[src/rtl/shd_pkg.sv]
package shd_pkg;

  // Target codes seen at the tgt port
  typedef enum logic [1:0] {
    TGT_DRAM_RW = 2'b00,
    TGT_DRAM_RO = 2'b01,
    TGT_BUS     = 2'b10
  } tgt_e;

  localparam int ATTR_W = 2;

  // 2-bit attribute field to target code
  function automatic tgt_e attr_to_tgt(input logic [ATTR_W-1:0] attr);
    tgt_e t;
    case (attr)
      2'd3:    t = TGT_DRAM_RW;
      2'd1:    t = TGT_DRAM_RO;
      default: t = TGT_BUS;
    endcase
    return t;
  endfunction

endpackage

[src/rtl/shd_cfg_regs.sv]
// Byte-write register file holding the unpacked attribute fields and the
// management gate byte. Field 0 belongs to the BIOS range, field 1+i to
// expansion segment i.
module shd_cfg_regs
  import shd_pkg::*;
#(
  parameter int         NUM_SEG    = 12,
  parameter logic [7:0] ATTR_OFF   = 8'h59,
  parameter logic [7:0] GATE_OFF   = 8'h72,
  parameter logic [7:0] GATE_RST   = 8'h02,
  localparam int        NUM_FLD    = NUM_SEG + 1,
  localparam int        NUM_PAIR   = (NUM_SEG + 1) / 2
) (
  input  logic                   clk,
  input  logic                   rst,
  input  logic                   cfg_we,
  input  logic [7:0]             cfg_off,
  input  logic [7:0]             cfg_wdata,
  output logic [ATTR_W-1:0]      fld_q [NUM_FLD],
  output logic [7:0]             gate_q
);

  logic unused_wbits;
  assign unused_wbits = ^{cfg_wdata[7:6], cfg_wdata[3:2]};

  // BIOS range field, upper nibble of the first attribute byte
  always_ff @(posedge clk) begin
    if (rst) begin
      fld_q[0] <= '0;
    end else if (cfg_we && cfg_off == ATTR_OFF) begin
      fld_q[0] <= cfg_wdata[5:4];
    end
  end

  // One byte per pair of segments: even segment in the low nibble
  for (genvar k = 0; k < NUM_PAIR; k++) begin : g_pair
    localparam logic [7:0] PAIR_OFF = ATTR_OFF + 8'(k + 1);
    localparam int         EVEN_IDX = 1 + 2 * k;
    localparam int         ODD_IDX  = 2 + 2 * k;

    always_ff @(posedge clk) begin
      if (rst) begin
        fld_q[EVEN_IDX] <= '0;
      end else if (cfg_we && cfg_off == PAIR_OFF) begin
        fld_q[EVEN_IDX] <= cfg_wdata[1:0];
      end
    end

    if (ODD_IDX < NUM_FLD) begin : g_odd
      always_ff @(posedge clk) begin
        if (rst) begin
          fld_q[ODD_IDX] <= '0;
        end else if (cfg_we && cfg_off == PAIR_OFF) begin
          fld_q[ODD_IDX] <= cfg_wdata[5:4];
        end
      end
    end
  end

  always_ff @(posedge clk) begin
    if (rst) begin
      gate_q <= GATE_RST;
    end else if (cfg_we && cfg_off == GATE_OFF) begin
      gate_q <= cfg_wdata;
    end
  end

endmodule

[src/rtl/shd_seg_decode.sv]
// Address to attribute field lookup for the expansion and BIOS ranges.
module shd_seg_decode
  import shd_pkg::*;
#(
  parameter int ADDR_W    = 32,
  parameter int NUM_SEG   = 12,
  parameter int SEG_LOG2  = 14,
  parameter int EXP_BASE  = 32'h000C_0000,
  parameter int BIOS_BASE = 32'h000F_0000,
  parameter int TOP_ADDR  = 32'h0010_0000,
  localparam int NUM_FLD  = NUM_SEG + 1
) (
  input  logic [ADDR_W-1:0]  addr,
  input  logic [ATTR_W-1:0]  fld_q [NUM_FLD],
  output logic               hit,
  output logic [ATTR_W-1:0]  attr
);

  localparam logic [ADDR_W-1:0] SEG_SIZE = ADDR_W'(1) << SEG_LOG2;
  localparam logic [ADDR_W-1:0] BIOS_LO  = ADDR_W'(BIOS_BASE);
  localparam logic [ADDR_W-1:0] TOP_LO   = ADDR_W'(TOP_ADDR);

  logic [NUM_SEG-1:0]    seg_hit;
  logic [ATTR_W-1:0]     seg_attr [NUM_SEG];
  logic                  bios_hit;

  for (genvar i = 0; i < NUM_SEG; i++) begin : g_seg
    localparam logic [ADDR_W-1:0] LO = ADDR_W'(EXP_BASE) + ADDR_W'(i) * SEG_SIZE;
    localparam logic [ADDR_W-1:0] HI = LO + SEG_SIZE;
    assign seg_hit[i]  = (addr >= LO) && (addr < HI);
    assign seg_attr[i] = seg_hit[i] ? fld_q[i + 1] : '0;
  end

  assign bios_hit = (addr >= BIOS_LO) && (addr < TOP_LO);

  always_comb begin
    attr = bios_hit ? fld_q[0] : '0;
    for (int i = 0; i < NUM_SEG; i++) begin
      attr = attr | seg_attr[i];
    end
  end

  assign hit = bios_hit || (|seg_hit);

endmodule

[src/rtl/shd_vga_gate.sv]
// Video window detection and management-mode gate.
module shd_vga_gate #(
  parameter int ADDR_W   = 32,
  parameter int VGA_BASE = 32'h000A_0000,
  parameter int EXP_BASE = 32'h000C_0000,
  parameter int OPEN_BIT = 6,
  parameter int SMM_BIT  = 3
) (
  input  logic [ADDR_W-1:0] addr,
  input  logic              smm_active,
  input  logic [7:0]        gate_q,
  output logic              in_win,
  output logic              win_open
);

  localparam logic [ADDR_W-1:0] LO = ADDR_W'(VGA_BASE);
  localparam logic [ADDR_W-1:0] HI = ADDR_W'(EXP_BASE);

  logic unused_gate;
  assign unused_gate = ^{gate_q[7], gate_q[5:4], gate_q[2:0]};

  assign in_win   = (addr >= LO) && (addr < HI);
  assign win_open = gate_q[OPEN_BIT] || (smm_active && gate_q[SMM_BIT]);

endmodule

[src/rtl/shadow_decode_top.sv]
module shadow_decode_top
  import shd_pkg::*;
#(
  parameter int ADDR_W    = 32,
  parameter int NUM_SEG   = 12,
  parameter int SEG_LOG2  = 14,
  parameter int VGA_BASE  = 32'h000A_0000,
  parameter int EXP_BASE  = 32'h000C_0000,
  parameter int BIOS_BASE = 32'h000F_0000,
  parameter int TOP_ADDR  = 32'h0010_0000
) (
  input  logic              clk,
  input  logic              rst,
  input  logic [ADDR_W-1:0] acc_addr,
  input  logic              acc_wr,
  input  logic              smm_active,
  input  logic              cfg_we,
  input  logic [7:0]        cfg_off,
  input  logic [7:0]        cfg_wdata,
  output logic [1:0]        tgt,
  output logic              drop_wr
);

  localparam int NUM_FLD = NUM_SEG + 1;

  logic [ATTR_W-1:0] fld_q [NUM_FLD];
  logic [7:0]        gate_q;
  logic              seg_hit;
  logic [ATTR_W-1:0] seg_attr;
  logic              in_win;
  logic              win_open;
  tgt_e              tgt_d;
  tgt_e              tgt_q;
  logic              drop_q;

  shd_cfg_regs #(
    .NUM_SEG (NUM_SEG)
  ) u_regs (
    .clk       (clk),
    .rst       (rst),
    .cfg_we    (cfg_we),
    .cfg_off   (cfg_off),
    .cfg_wdata (cfg_wdata),
    .fld_q     (fld_q),
    .gate_q    (gate_q)
  );

  shd_seg_decode #(
    .ADDR_W    (ADDR_W),
    .NUM_SEG   (NUM_SEG),
    .SEG_LOG2  (SEG_LOG2),
    .EXP_BASE  (EXP_BASE),
    .BIOS_BASE (BIOS_BASE),
    .TOP_ADDR  (TOP_ADDR)
  ) u_seg (
    .addr  (acc_addr),
    .fld_q (fld_q),
    .hit   (seg_hit),
    .attr  (seg_attr)
  );

  shd_vga_gate #(
    .ADDR_W   (ADDR_W),
    .VGA_BASE (VGA_BASE),
    .EXP_BASE (EXP_BASE)
  ) u_gate (
    .addr       (acc_addr),
    .smm_active (smm_active),
    .gate_q     (gate_q),
    .in_win     (in_win),
    .win_open   (win_open)
  );

  always_comb begin
    if (in_win) begin
      tgt_d = win_open ? TGT_DRAM_RW : TGT_BUS;
    end else if (seg_hit) begin
      tgt_d = attr_to_tgt(seg_attr);
    end else begin
      tgt_d = TGT_DRAM_RW;
    end
  end

  always_ff @(posedge clk) begin
    if (rst) begin
      tgt_q  <= TGT_BUS;
      drop_q <= 1'b0;
    end else begin
      tgt_q  <= tgt_d;
      drop_q <= acc_wr && (tgt_d == TGT_DRAM_RO);
    end
  end

  assign tgt     = tgt_q;
  assign drop_wr = drop_q;

endmodule

[config.mk]
export PLATFORM = sky130hd
export DESIGN_NAME = shadow_decode_top
export DESIGN_NICKNAME = d
export VERILOG_FILES = /design/src/rtl/shd_pkg.sv /design/src/rtl/shd_cfg_regs.sv /design/src/rtl/shd_seg_decode.sv /design/src/rtl/shd_vga_gate.sv /design/src/rtl/shadow_decode_top.sv
export SDC_FILE = /design/constraint.sdc
export NUM_CORES = 1
export LEC_CHECK = 0
export BUFFER_PORTS_ARGS = -buffer_cell sky130_fd_sc_hd__buf_2
export CORE_MARGIN = 2
export CORE_UTILIZATION = 35
export CTS_BUF_LIST = sky130_fd_sc_hd__clkbuf_8
export DETAILED_ROUTE_END_ITERATION = 10
export GPL_TIMING_DRIVEN = 0
export SLEW_MARGIN = 0
export SYNTH_ARGS = -nofsm -noshare
export SYNTH_HDL_FRONTEND = slang
export SYNTH_HIERARCHICAL = 1
export SYNTH_SLANG_ARGS = --single-unit
[constraint.sdc]
create_clock -name clk -period 1.5 [get_ports clk]
set_input_delay 0.075 -clock clk [delete_from_list [all_inputs] [get_ports clk]]
set_output_delay 0.075 -clock clk [all_outputs]
set_load 0.05 [all_outputs]
Word-level counts from Yosys, hierarchy flattened
Index checks and enable logic that the tools add are counted.

Register bits: 36. Latch bits: 0. Bits in writable memories: 0. Memory bits (read-only): 0. Input port bits: 53. Output and inout port bits: 3. Word-level logic and storage cells: 111. Memories kept: 0.

Add/subtract/negate cells: 0. Multiply operators: 0. Divide/modulo/power cells: 0. Magnitude comparators: 28. Equality and inequality tests: 11. Shift-type cells: 0. Mux-type cells: 17. Bitwise operators: 12. Reductions and logical operators: 27.

Operators with widths (number): 32-bit by 20-bit greater-or-equal comparator with 1-bit output (second input constant) (14); 32-bit by 20-bit < comparator with 1-bit output (second input constant) (13); 8-bit by 7-bit == test with 1-bit output (second input constant) (8); 32-bit by 21-bit < comparator with 1-bit output (second input constant) (1); 2-bit 2-to-1 mux (16); 1-bit logical AND (24); 2-bit bitwise OR (12); 12-bit OR reduction (1); 2-bit by 1-bit == test with 1-bit output (second input constant) (2); 2-bit one-hot mux with 2 select lines (1); 2-bit == test (second input constant) (1); 1-bit logical OR (2).

Depth between registers and ports, before layout
Gate-level depths: netlist (run 1).

Word-level depth: 21. Depth in mapped cells: 7. Mapped depth without buffers: 6.

Hierarchy
Netlist (run 1), hierarchy kept.

Modules (own cells, without submodules): shd_cfg_regs (instances 1, cells each 137, area an instance 1575.3 um^2, seq. area each 680.7 um^2); shd_seg_decode (instances 1, cells each 32, area an instance 306.5 um^2, seq. area each 0.0 um^2); shadow_decode_top (instances 1, cells each 10, area an instance 108.9 um^2, seq. area each 60.1 um^2); shd_vga_gate (instances 1, cells each 6, area an instance 51.3 um^2, seq. area each 0.0 um^2).

Worst setup path after synthesis (run 1)
No wires, ideal clock.

Path type: register to register. Start point: register u_regs/fld_q[3] (netlist name). End point: register drop_q, in the netlist drop_wr. Setup time: 0.087 ns. Arrival: 1.411 ns. Data required time: 1.413 ns. Slack: 0.002 ns. Cell stages (with the launch flop): 7. Buffers on the path: 0. Period minus slack after synthesis: 1.498 ns. Cells stage by stage: dfxtp_1 > mux2_4 > a32o_1 > a31oi_1 > a41oi_1 > nand2b_1 > nor4b_2.

Cells in the longest elaborated chain, start to end: 9. Elaborated cells between the ends (all ways): 10. Classes of those cells: 3 x eq/ne; 4 x mux; 2 x bitwise; 1 x reduce/logical.

Ends and longest elaborated chain: from (decl) (line shd_cfg_regs.sv:19) `output logic [ATTR_W-1:0] fld_q [NUM_FLD],`; from (signal, indexed assignment) (line shd_cfg_regs.sv:45) `fld_q[EVEN_IDX] <= cfg_wdata[1:0];`; 2-bit 2-to-1 mux (*) (line shd_seg_decode.sv:31) `assign seg_attr[i] = seg_hit[i] ? fld_q[i + 1] : '0;`; 2-bit bitwise OR (*) (2 in a row) (line shd_seg_decode.sv:39) `attr = attr | seg_attr[i];`; net seg_attr[1] (line shadow_decode_top.sv:29) `logic [ATTR_W-1:0] seg_attr;`; 2-bit by 1-bit == test with 1-bit output or 2-bit == test (tied branches) (line shd_pkg.sv:15) `case (attr)`; 2-bit one-hot mux with 2 select lines (*) (line shd_pkg.sv:15); 2-bit 2-to-1 mux (*) (line shadow_decode_top.sv:77) `end else if (seg_hit) begin`; 2-bit 2-to-1 mux (*) (line shadow_decode_top.sv:75) `if (in_win) begin`; 2-bit by 1-bit == test with 1-bit output (*) (line shadow_decode_top.sv:90) `drop_q <= acc_wr && (tgt_d == TGT_DRAM_RO);`; 1-bit logical AND (*) (line shadow_decode_top.sv:90); to (signal assigned) (line shadow_decode_top.sv:90); to (decl) (line shadow_decode_top.sv:34) `logic drop_q;`.

Mark *: on every way through the listed nets, which the timed path passes. The rest lies on a longest branch. A chain may end at the register's enable or synchronous reset.

Worst setup path after layout (run 1)
Same ends and word-level chain as after synthesis.

==> results of run 1 <==
[cell usage in the layout, fill, tap and decap left out, drive strengths merged, types with 3 or more instances in the layout]
| master | instances |
|---|---|
| clkbuf | 8 |
| dfxtp | 31 |
| nand2 | 5 |
| buf | 42 |
| mux2i | 26 |
| inv | 4 |
| nand2b | 33 |
| mux4 | 4 |
| nand3 | 9 |
| nor4 | 5 |
| nor3b | 3 |
[worst reg2reg max path, stage by stage, from the launching register on]
cell and delay [ns]:
dfxtp_2 0.32, mux2_4 0.26, a32o_2 0.27, a31oi_2 0.15, a41oi_2 0.11, nand2b_4 0.16
nor4b_2 0.23
[state kept, by name, summed over array words and instances (netlist names)]
| signal | cells |
|---|---|
| u_regs/fld_q | 26 |
| tgt | 2 |
| u_regs/gate_q | 2 |
| drop_wr | 1 |
[per-stage QoR]
| step | util (%) | setup slack (ns) |
|---|---|---|
| after floorplan | - | 0.002062 |
| after global placement | 41.14 | -0.1214 |
| after detailed placement | 41.14 | -0.1239 |
| after CTS | 43.05 | -0.1002 |
| after global routing | 43.50 | -0.1930 |
| final | 43.50 | -0.08742 |
[what timing repair did]
action,4_1_cts,5_1_grt
pin swaps,2,1
cloned,0,0
setup endpoints to repair,2,3
hold buffers,0,0
gates resized for setup,2,6
[path summary, 6_finish.rpt]
| kind | start | endpoint | cells after the start |
|---|---|---|---|
| worst max-delay path | u_regs/fld_q[3] | drop_wr | 6 |
| worst min-delay path | rst | tgt[0] | 2 |
| worst max register to register | u_regs/fld_q[3] | drop_wr | 6 |
| worst min register to register | u_regs/fld_q[21] | u_regs/fld_q[21] | 2 |
[layout make-up]
type | instances | area [um^2] | share of cell area, %
timing repair buffer | 37 | 185.2 | 8.443
clock buffer | 5 | 68.82 | 3.137
multi-input combinational | 121 | 1152 | 52.54
tap | 70 | 87.58 | 3.993
sequential | 31 | 623.1 | 28.41
inverter | 2 | 7.507 | 0.3423
clock inverter | 3 | 12.51 | 0.5705
buffer | 9 | 56.30 | 2.567
[metal layers]
layer / GRT usage (%) / vias to the layer above / part of all wire (%)
li1: - / 699 / -
met5: 0 / - / 0
met3: 3.968 / 5 / 4.2
met2: 24.33 / 34 / 47
met4: 5.848 / 0 / 1.2
met1: 18.82 / 635 / 48
[power by group]
part | internal [mW] | total (mW) | leakage, nW | switching [mW]
Clock | 0.311 | 0.609 | 0.0505 | 0.298
Sequential | 0.825 | 0.826 | 0.251 | 0.000823
Combinational | 0.0883 | 0.188 | 0.668 | 0.0994
Total | 1.22 | 1.62 | 0.970 | 0.398
==> results.tsv, run 1 <==
metric	value	unit
part of the cycle the worst path needs	105.8	%
Worst EP required	1.70	ns
mean cell area of the mapped netlist	11.05	um^2
Port-buffer cells	37	
Yosys warning total	6	
areal power density over the cells	739.8	nW/um^2
Worst path top cell family by delay	compound AO/OA/AOI/OAI gates	
final layout net count	260	
Antenna Violating Nets Remaining	0	
via count	1373	
clock latency on the worst-skew pair	0.28	ns
number of buffers on the longest clock path	2	
hold slack final	0.03015	ns
delay of the slowest cell on the worst path	0.32	ns
relative slew slack	73.94	%
Worst Skew	0.003934	ns
Post-DP HPWL	2.929	mm
per-cell routed wire length	13.73	um
Hold Violations, Final	0	
cell type of the slowest stage on the worst timing path	dfxtp_2	
violated checks	negative setup slack	
setup repair after global routing missed its margin	yes	
# fillers	516	
wire length of the first global-routing pass	6.258	mm
Tmin final	1.587	ns
clock buffer count from CTS	5	
number of antenna violations at the first check in global routing	0	
run status	finished, violations left	
RD Place Congestion	0.8276	
clock transition at the register clock pins on the worst setup and hold paths after CTS	0.06	ns
fraction of layout cells with a size suffix above 1	35.58	%
reported leakage power	0.9696	nW
design area	2193	um^2
overall power	1.623	mW
global route overflow	0	
cell chain of the critical path	mux2_4 > a32o_2 > a31oi_2 > a41oi_2 > nand2b_4 > nor4b_2	
initial standard-cell utilization of the core	35.73	%
violation count after the first detailed-routing iteration	36	
n_diodes	0	
nets in the synthesized netlist	216	
MaxCap Viol Count	0	
Final Setup Violations	1	
combined global-route utilization of all metal layers	14.95	%
fmax	630.0	MHz
sink count of the clock tree	31	
R2R setup slack	-0.09	ns
Min-Delay Path Class	in -> reg	
postcts setup bufs	0	
detailed-router iteration count before antenna repair	4	
vias in the first global route	1329	
largest net degree at the start of global routing	11	
transition time of the tightest slew-check pin	0.3908	ns
Syn Std Cell Area	1802	um^2
number of primary I/O pins	56	
CTS Root Buffer Type	clkbuf_8	
H-tree depth reported by CTS	2	
Crit Path Class	reg -> reg	
total number of placement rows	26	
dpl cell area	2074	um^2
maximum vdd drop	508.6	uV
Core ar.	5042	um^2
final worst slack	-0.08742	ns
sum of negative setup slack	-0.08742	ns
drt drc	0	
kind of start point of the critical path	flip-flop	
max-slew violation count	0	
sum of routed wire length over all layers	3.818	mm
peak fanout along the critical path	2	
Vert. Die Dim	75.75	um
CP endpoint kind	flip-flop	
detail-routed via count per cell	4.939	
WP buf/inv	0	
data arrival time of the critical path	1.78	ns
Post-Synthesis Cells	163	
final cell count without fillers	278	
DIE AREA	5738	um^2
area overhead of the layout relative to synthesis	21.74	%
chip width	75.75	um
CTS tree	done	
# placed instances	270	
Note: power is estimated with default switching activity, not from simulation.
==> inputs of run 2 (changes only) <==
clock period = 1.7 ns   (was 1.5 ns; I/O delays follow)
==> run 2 against run 1 <==
The flow now finishes without violations; final cell count is the same; hold slack gained 0.0094 ns; global-route usage is the same.
==> results.tsv, run 2 (synthesis results as in run 1) <==
metric	value	unit	change
run status	finished clean		
final worst slack	0.09428	ns	+0.1817 ns
Min-Delay Path Class	in -> reg		
Tmin final	1.606	ns	+0.01830 ns
combined global-route utilization of all metal layers	14.95	%	unchanged
number of primary I/O pins	56		unchanged
# placed instances	270		unchanged
wire length of the first global-routing pass	6.258	mm	unchanged
design area	2180	um^2	-0.63%
clock buffer count from CTS	5		unchanged
switching power of the nets	352.6	uW	-11%
sum of negative setup slack	0	ns	+0.08742 ns
sequential power share	50.9	%	about the same
total number of placement rows	26		unchanged
switching fraction of total power	24.60	%	+0.085 points
H-tree depth reported by CTS	2		unchanged
flip-flop count of the largest register after layout	26		unchanged
hold slack final	0.03956	ns	+0.009408 ns
largest net degree at the start of global routing	11		unchanged
sink count of the clock tree	31		unchanged
most frequent cells in the layout	buf_2, nand2b_1, dfxtp_1, mux2i_1, nand3_4		
area overhead of the layout relative to synthesis	20.97	%	
fraction of layout cells with a size suffix above 1	34.13	%	-1.4 points
CTS Root Buffer Type	clkbuf_8		
per-cell routed wire length	13.60	um	-0.94%
Worst EP required	1.90	ns	+0.20 ns
number of buffers on the longest clock path	2		unchanged
CP endpoint kind	flip-flop		
postcts setup bufs	0		unchanged
leading cell type in the layout, fill and taps excluded	buf_2		
n_diodes	0		unchanged
kind of start point of the critical path	flip-flop		
final cell count without fillers	278		unchanged
via count	1367		-0.44%
peak fanout along the critical path	2		unchanged
Crit Path Class	reg -> reg		
Port-buffer cells	37		unchanged
Worst Skew	0.003392	ns	-0.0005421 ns
clock latency on the worst-skew pair	0.28	ns	about the same
Post-Place Worst Slack	0.07615	ns	+0.2000 ns
Post-DP HPWL	2.929	mm	unchanged
detailed-router iteration count before antenna repair	4		unchanged
Final Setup Violations	0		-1
fmax	622.8	MHz	-1.1%
portion of total power attributed to combinational logic	11.5	%	about the same
CTS tree	done		
Core ar.	5042	um^2	unchanged
clock network power share	37.6	%	about the same
global route overflow	0		unchanged
initial standard-cell utilization of the core	35.73	%	unchanged
detail-routed via count per cell	4.917		-0.44%
violation count after the first detailed-routing iteration	40		+11%
sum of routed wire length over all layers	3.782	mm	-0.94%
transition time of the tightest slew-check pin	0.4164	ns	+0.02556 ns
number of antenna violations at the first check in global routing	0		unchanged
MaxCap Viol Count	0		unchanged
chip width	75.75	um	unchanged
DIE AREA	5738	um^2	unchanged
reported leakage power	0.9688	nW	about the same
part of the cycle the worst path needs	94.45	%	-11 points
maximum vdd drop	451.0	uV	-11%
areal power density over the cells	657.7	nW/um^2	-11%
internal power	1.081	mW	-12%
data arrival time of the critical path	1.80	ns	+0.02 ns
final layout net count	260		unchanged
Antenna Violating Nets Remaining	0		unchanged
Vert. Die Dim	75.75	um	unchanged
clock transition at the register clock pins on the worst setup and hold paths after CTS	0.06	ns	about the same
Biggest register	u_regs/fld_q		
relative slew slack	71.87	%	-2.1 points
vias in the first global route	1330		+0.075%
dpl cell area	2074	um^2	unchanged
max-slew violation count	0		unchanged
RD Place Congestion	0.8276		unchanged
Hold Violations, Final	0		unchanged
setup repair after global routing missed its margin	yes		
drt drc	0		unchanged
-- run 2: cell types whose count changed in the layout (fill, tap and decap cells not counted) --
cell and change:
a41oi_1 +1, a41oi_2 -1, dfxtp_1 +1, dfxtp_2 -1, nor3_1 +1, nor3_2 -1
-- run 2: per-layer routing --
layer / up-vias / track usage (%) / part of all wire, %
met2: 31 / 24.33 / 46
met4: 0 / 5.848 / 1.2
met5: - / 0 / 0
li1: 699 / - / -
met1: 632 / 18.82 / 48
met3: 5 / 3.968 / 4.2
-- run 2: final timing paths --
kind                         start               end  slack, ns  depth (start not counted)
setup reg to reg   u_regs/fld_q[3]           drop_wr       0.09                          6
hold / removal                 rst           drop_wr       0.04                          2
hold reg to reg   u_regs/fld_q[21]  u_regs/fld_q[21]       0.47                          2
setup / recovery   u_regs/fld_q[3]           drop_wr       0.09                          6
-- run 2: final cells by class --
| type | instances | area, um^2 |
|---|---|---|
| clock inverters | 3 | 12.51 |
| fillers | 517 | 2863 |
| flip-flops and latches | 31 | 621.8 |
| clock buffers | 5 | 68.82 |
| multi-input cells | 121 | 1140 |
| plain buffers | 9 | 56.30 |
| well taps | 70 | 87.58 |
| repair buffers | 37 | 185.2 |
| inverters | 2 | 7.507 |
-- run 2: per-stage QoR --
| step | utilization [%] | power [mW] |
|---|---|---|
| floorplan | - | 0.8349 |
| global placement | 41.14 | 0.9112 |
| detailed placement | 41.14 | 0.9115 |
| CTS | 42.75 | 1.456 |
| global route | 43.23 | 1.500 |
| finish | 43.23 | 1.433 |
-- run 2: repair_timing --
item	CTS	global route
endpoints found under the setup margin	0	2
resized for setup	0	5
hold buffers	0	0
-- run 2: critical path: stages (launching register included) --
cell and delay (ns):
dfxtp_2 0.32, mux2_4 0.26, a32o_2 0.27, a31oi_2 0.15, a41oi_2 0.11, nand2b_4 0.16
nor4b_2 0.25
-- run 2: power by group through the flow --
| stage | combinational (mW) | clock [mW] | sequential [mW] |
|---|---|---|---|
| after floorplan | 0.0852 | 0 | 0.750 |
| after global placement | 0.166 | 0 | 0.745 |
| after detailed placement | 0.166 | 0 | 0.745 |
| after CTS | 0.167 | 0.560 | 0.729 |
| after global routing | 0.180 | 0.592 | 0.729 |
| final | 0.166 | 0.539 | 0.729 |
==> inputs of run 3 (changes only) <==
REMOVE_ABC_BUFFERS = 1   (was default)
==> run 3 against run 2 <==
Die area did not move; power rose by 14%; sequential power barely moved; first-iteration DRC count rose by 30%; global-route usage fell by 1.5 points; fmax rose by 2.4%; combinational power fell by 7%; clock skew rose by 0.0038 ns; sequential cell count did not move; non-clock buffer count fell by 7; count of clock-buffer cells in the layout rose by 1; clock power rose by 39%; critical path type unchanged; largest cell class unchanged; highest routed layer unchanged.
==> results.tsv, run 3 (synthesis results as in run 1) <==
metric	value	unit	change
CTS Root Buffer Type	clkbuf_8		
chip width	75.75	um	unchanged
CTS tree	done		
quantity of hold-fixing buffers added after cts	0		unchanged
sum of routed wire length over all layers	3.621	mm	-4.3%
Vert. Die Dim	75.75	um	unchanged
combined global-route utilization of all metal layers	13.45	%	-1.5 points
most frequent cells in the layout	buf_2, nand2b_1, dfxtp_1, mux2i_1		
Post-Place Worst Slack	-0.001571	ns	-0.07772 ns
clock latency on the worst-skew pair	0.28	ns	about the same
kind of start point of the critical path	flip-flop		
H-tree depth reported by CTS	2		unchanged
met3 wire length	189	um	+20%
RD Place Congestion	0.7511		-9.2%
vias in the first global route	1266		-4.8%
drt drc	0		unchanged
final cell count without fillers	271		-2.5%
Hold Violations, Final	0		unchanged
areal power density over the cells	757.0	nW/um^2	+15%
area overhead of the layout relative to synthesis	19.51	%	
wire length of the first global-routing pass	5.706	mm	-8.8%
Final Setup Violations	0		unchanged
clock buffer count from CTS	5		unchanged
total number of placement rows	26		unchanged
per-cell routed wire length	13.36	um	-1.8%
detail-routed via count per cell	4.911		-0.12%
CP endpoint kind	flip-flop		
Port-buffer cells	39		+5.4%
fmax	637.5	MHz	+2.4%
Tmin final	1.569	ns	-0.03718 ns
number of primary I/O pins	56		unchanged
part of the cycle the worst path needs	92.27	%	-2.2 points
sink count of the clock tree	31		unchanged
violation count after the first detailed-routing iteration	52		+30%
Min-Delay Path Class	in -> reg		
final worst slack	0.1315	ns	+0.03718 ns
cell type of the slowest stage on the worst timing path	dfxtp_1		
WP buf/inv	0		unchanged
# placed instances	263		-2.6%
cell chain of the critical path	mux2_4 > a32o_1 > a31oi_1 > a41oi_1 > nand2b_4 > nor4b_2		
leading cell type in the layout, fill and taps excluded	buf_2		
Antenna Violating Nets Remaining	0		unchanged
global route overflow	0		unchanged
Core ar.	5042	um^2	unchanged
relative slew slack	66.57	%	-5.3 points
peak fanout along the critical path	2		unchanged
amount of wire on met2 after detailed routing	1.649	mm	-5.7%
transition time of the tightest slew-check pin	0.5014	ns	+0.08498 ns
number of buffers on the longest clock path	2		unchanged
number of antenna violations at the first check in global routing	0		unchanged
clock transition at the register clock pins on the worst setup and hold paths after CTS	0.06	ns	about the same
Worst path top cell family by delay	compound AO/OA/AOI/OAI gates		
detailed-router iteration count before antenna repair	4		unchanged
MaxCap Viol Count	0		unchanged
fraction of layout cells with a size suffix above 1	33.33	%	-0.80 points
DIE AREA	5738	um^2	unchanged
n_diodes	0		unchanged
reported leakage power	0.9529	nW	-1.6%
final layout net count	253		-2.7%
uppermost routed layer	met4		
initial standard-cell utilization of the core	35.73	%	unchanged
max-slew violation count	0		unchanged
Biggest register	u_regs/fld_q		
run status	finished clean		
Worst EP required	1.89	ns	about the same
largest net degree at the start of global routing	36		+25
setup repair after global routing missed its margin	no		
data arrival time of the critical path	1.76	ns	-0.04 ns
Worst Skew	0.007201	ns	+0.003809 ns
Post-DP HPWL	2.741	mm	-6.4%
Crit Path Class	reg -> reg		
via count	1331		-2.6%
met1 routed wirelength after detailed routing	1.751	mm	-4.2%
delay of the slowest cell on the worst path	0.31	ns	about the same
maximum vdd drop	477.2	uV	+5.8%
flip-flop count of the largest register after layout	26		unchanged
==> run 3: cell type report <==
cell class              count  area (um^2)
clock buffers               6        82.58
clock inverters             2        35.03
fillers                   477         2889
inverters                   2        7.507
multi-input cells         121         1125
flip-flops and latches     31        620.6
well taps                  70        87.58
repair buffers             39        195.2
==> run 3: through the flow <==
stage	hold slack, ns	setup TNS (ns)	util (%)	area, um^2	total power, mW
4_1_cts	0.06740	0	42.56	2146	1.653
2_1_floorplan	0.1541	0	-	1745	0.8158
3_3_place_gp	0.3591	0	40.22	2028	0.8988
3_5_place_dp	0.3631	-0.001571	40.22	2028	0.8994
5_1_grt	0.07706	0	42.70	2153	1.704
6_report	0.07338	0	42.70	2153	1.630
==> run 3: what timing repair did <==
action / CTS / global route
setup endpoints to repair: 0 / 1
resized for setup: 0 / 1
setup buffers: 0 / 0
==> run 3: metal layers <==
| layer | up-vias | GRT usage, % |
|---|---|---|
| li1 | 682 | - |
| met1 | 610 | 16.59 |
| met2 | 33 | 22.22 |
| met3 | 6 | 4.101 |
| met4 | 0 | 4.678 |
| met5 | - | 0 |
==> run 3: final timing paths <==
kind                       to  cells after the start  slack [ns]        startpoint
min reg2reg  u_regs/gate_q[3]                      2        0.47  u_regs/gate_q[3]
max reg2reg           drop_wr                      6        0.13   u_regs/fld_q[3]
min          u_regs/gate_q[3]                      3        0.07      cfg_wdata[3]
max                   drop_wr                      6        0.13   u_regs/fld_q[3]
==> run 3: power breakdown <==
part	internal (mW)	leakage (nW)	switching [mW]
Clock	0.474	0.0612	0.273
Sequential	0.728	0.250	0.000622
Combinational	0.0708	0.642	0.0832
Total	1.27	0.953	0.357
==> run 3: tightest hold or removal path: stages <==
cell     delay [ns]
buf_2          0.10
nand4_1        0.06
a21oi_1        0.06
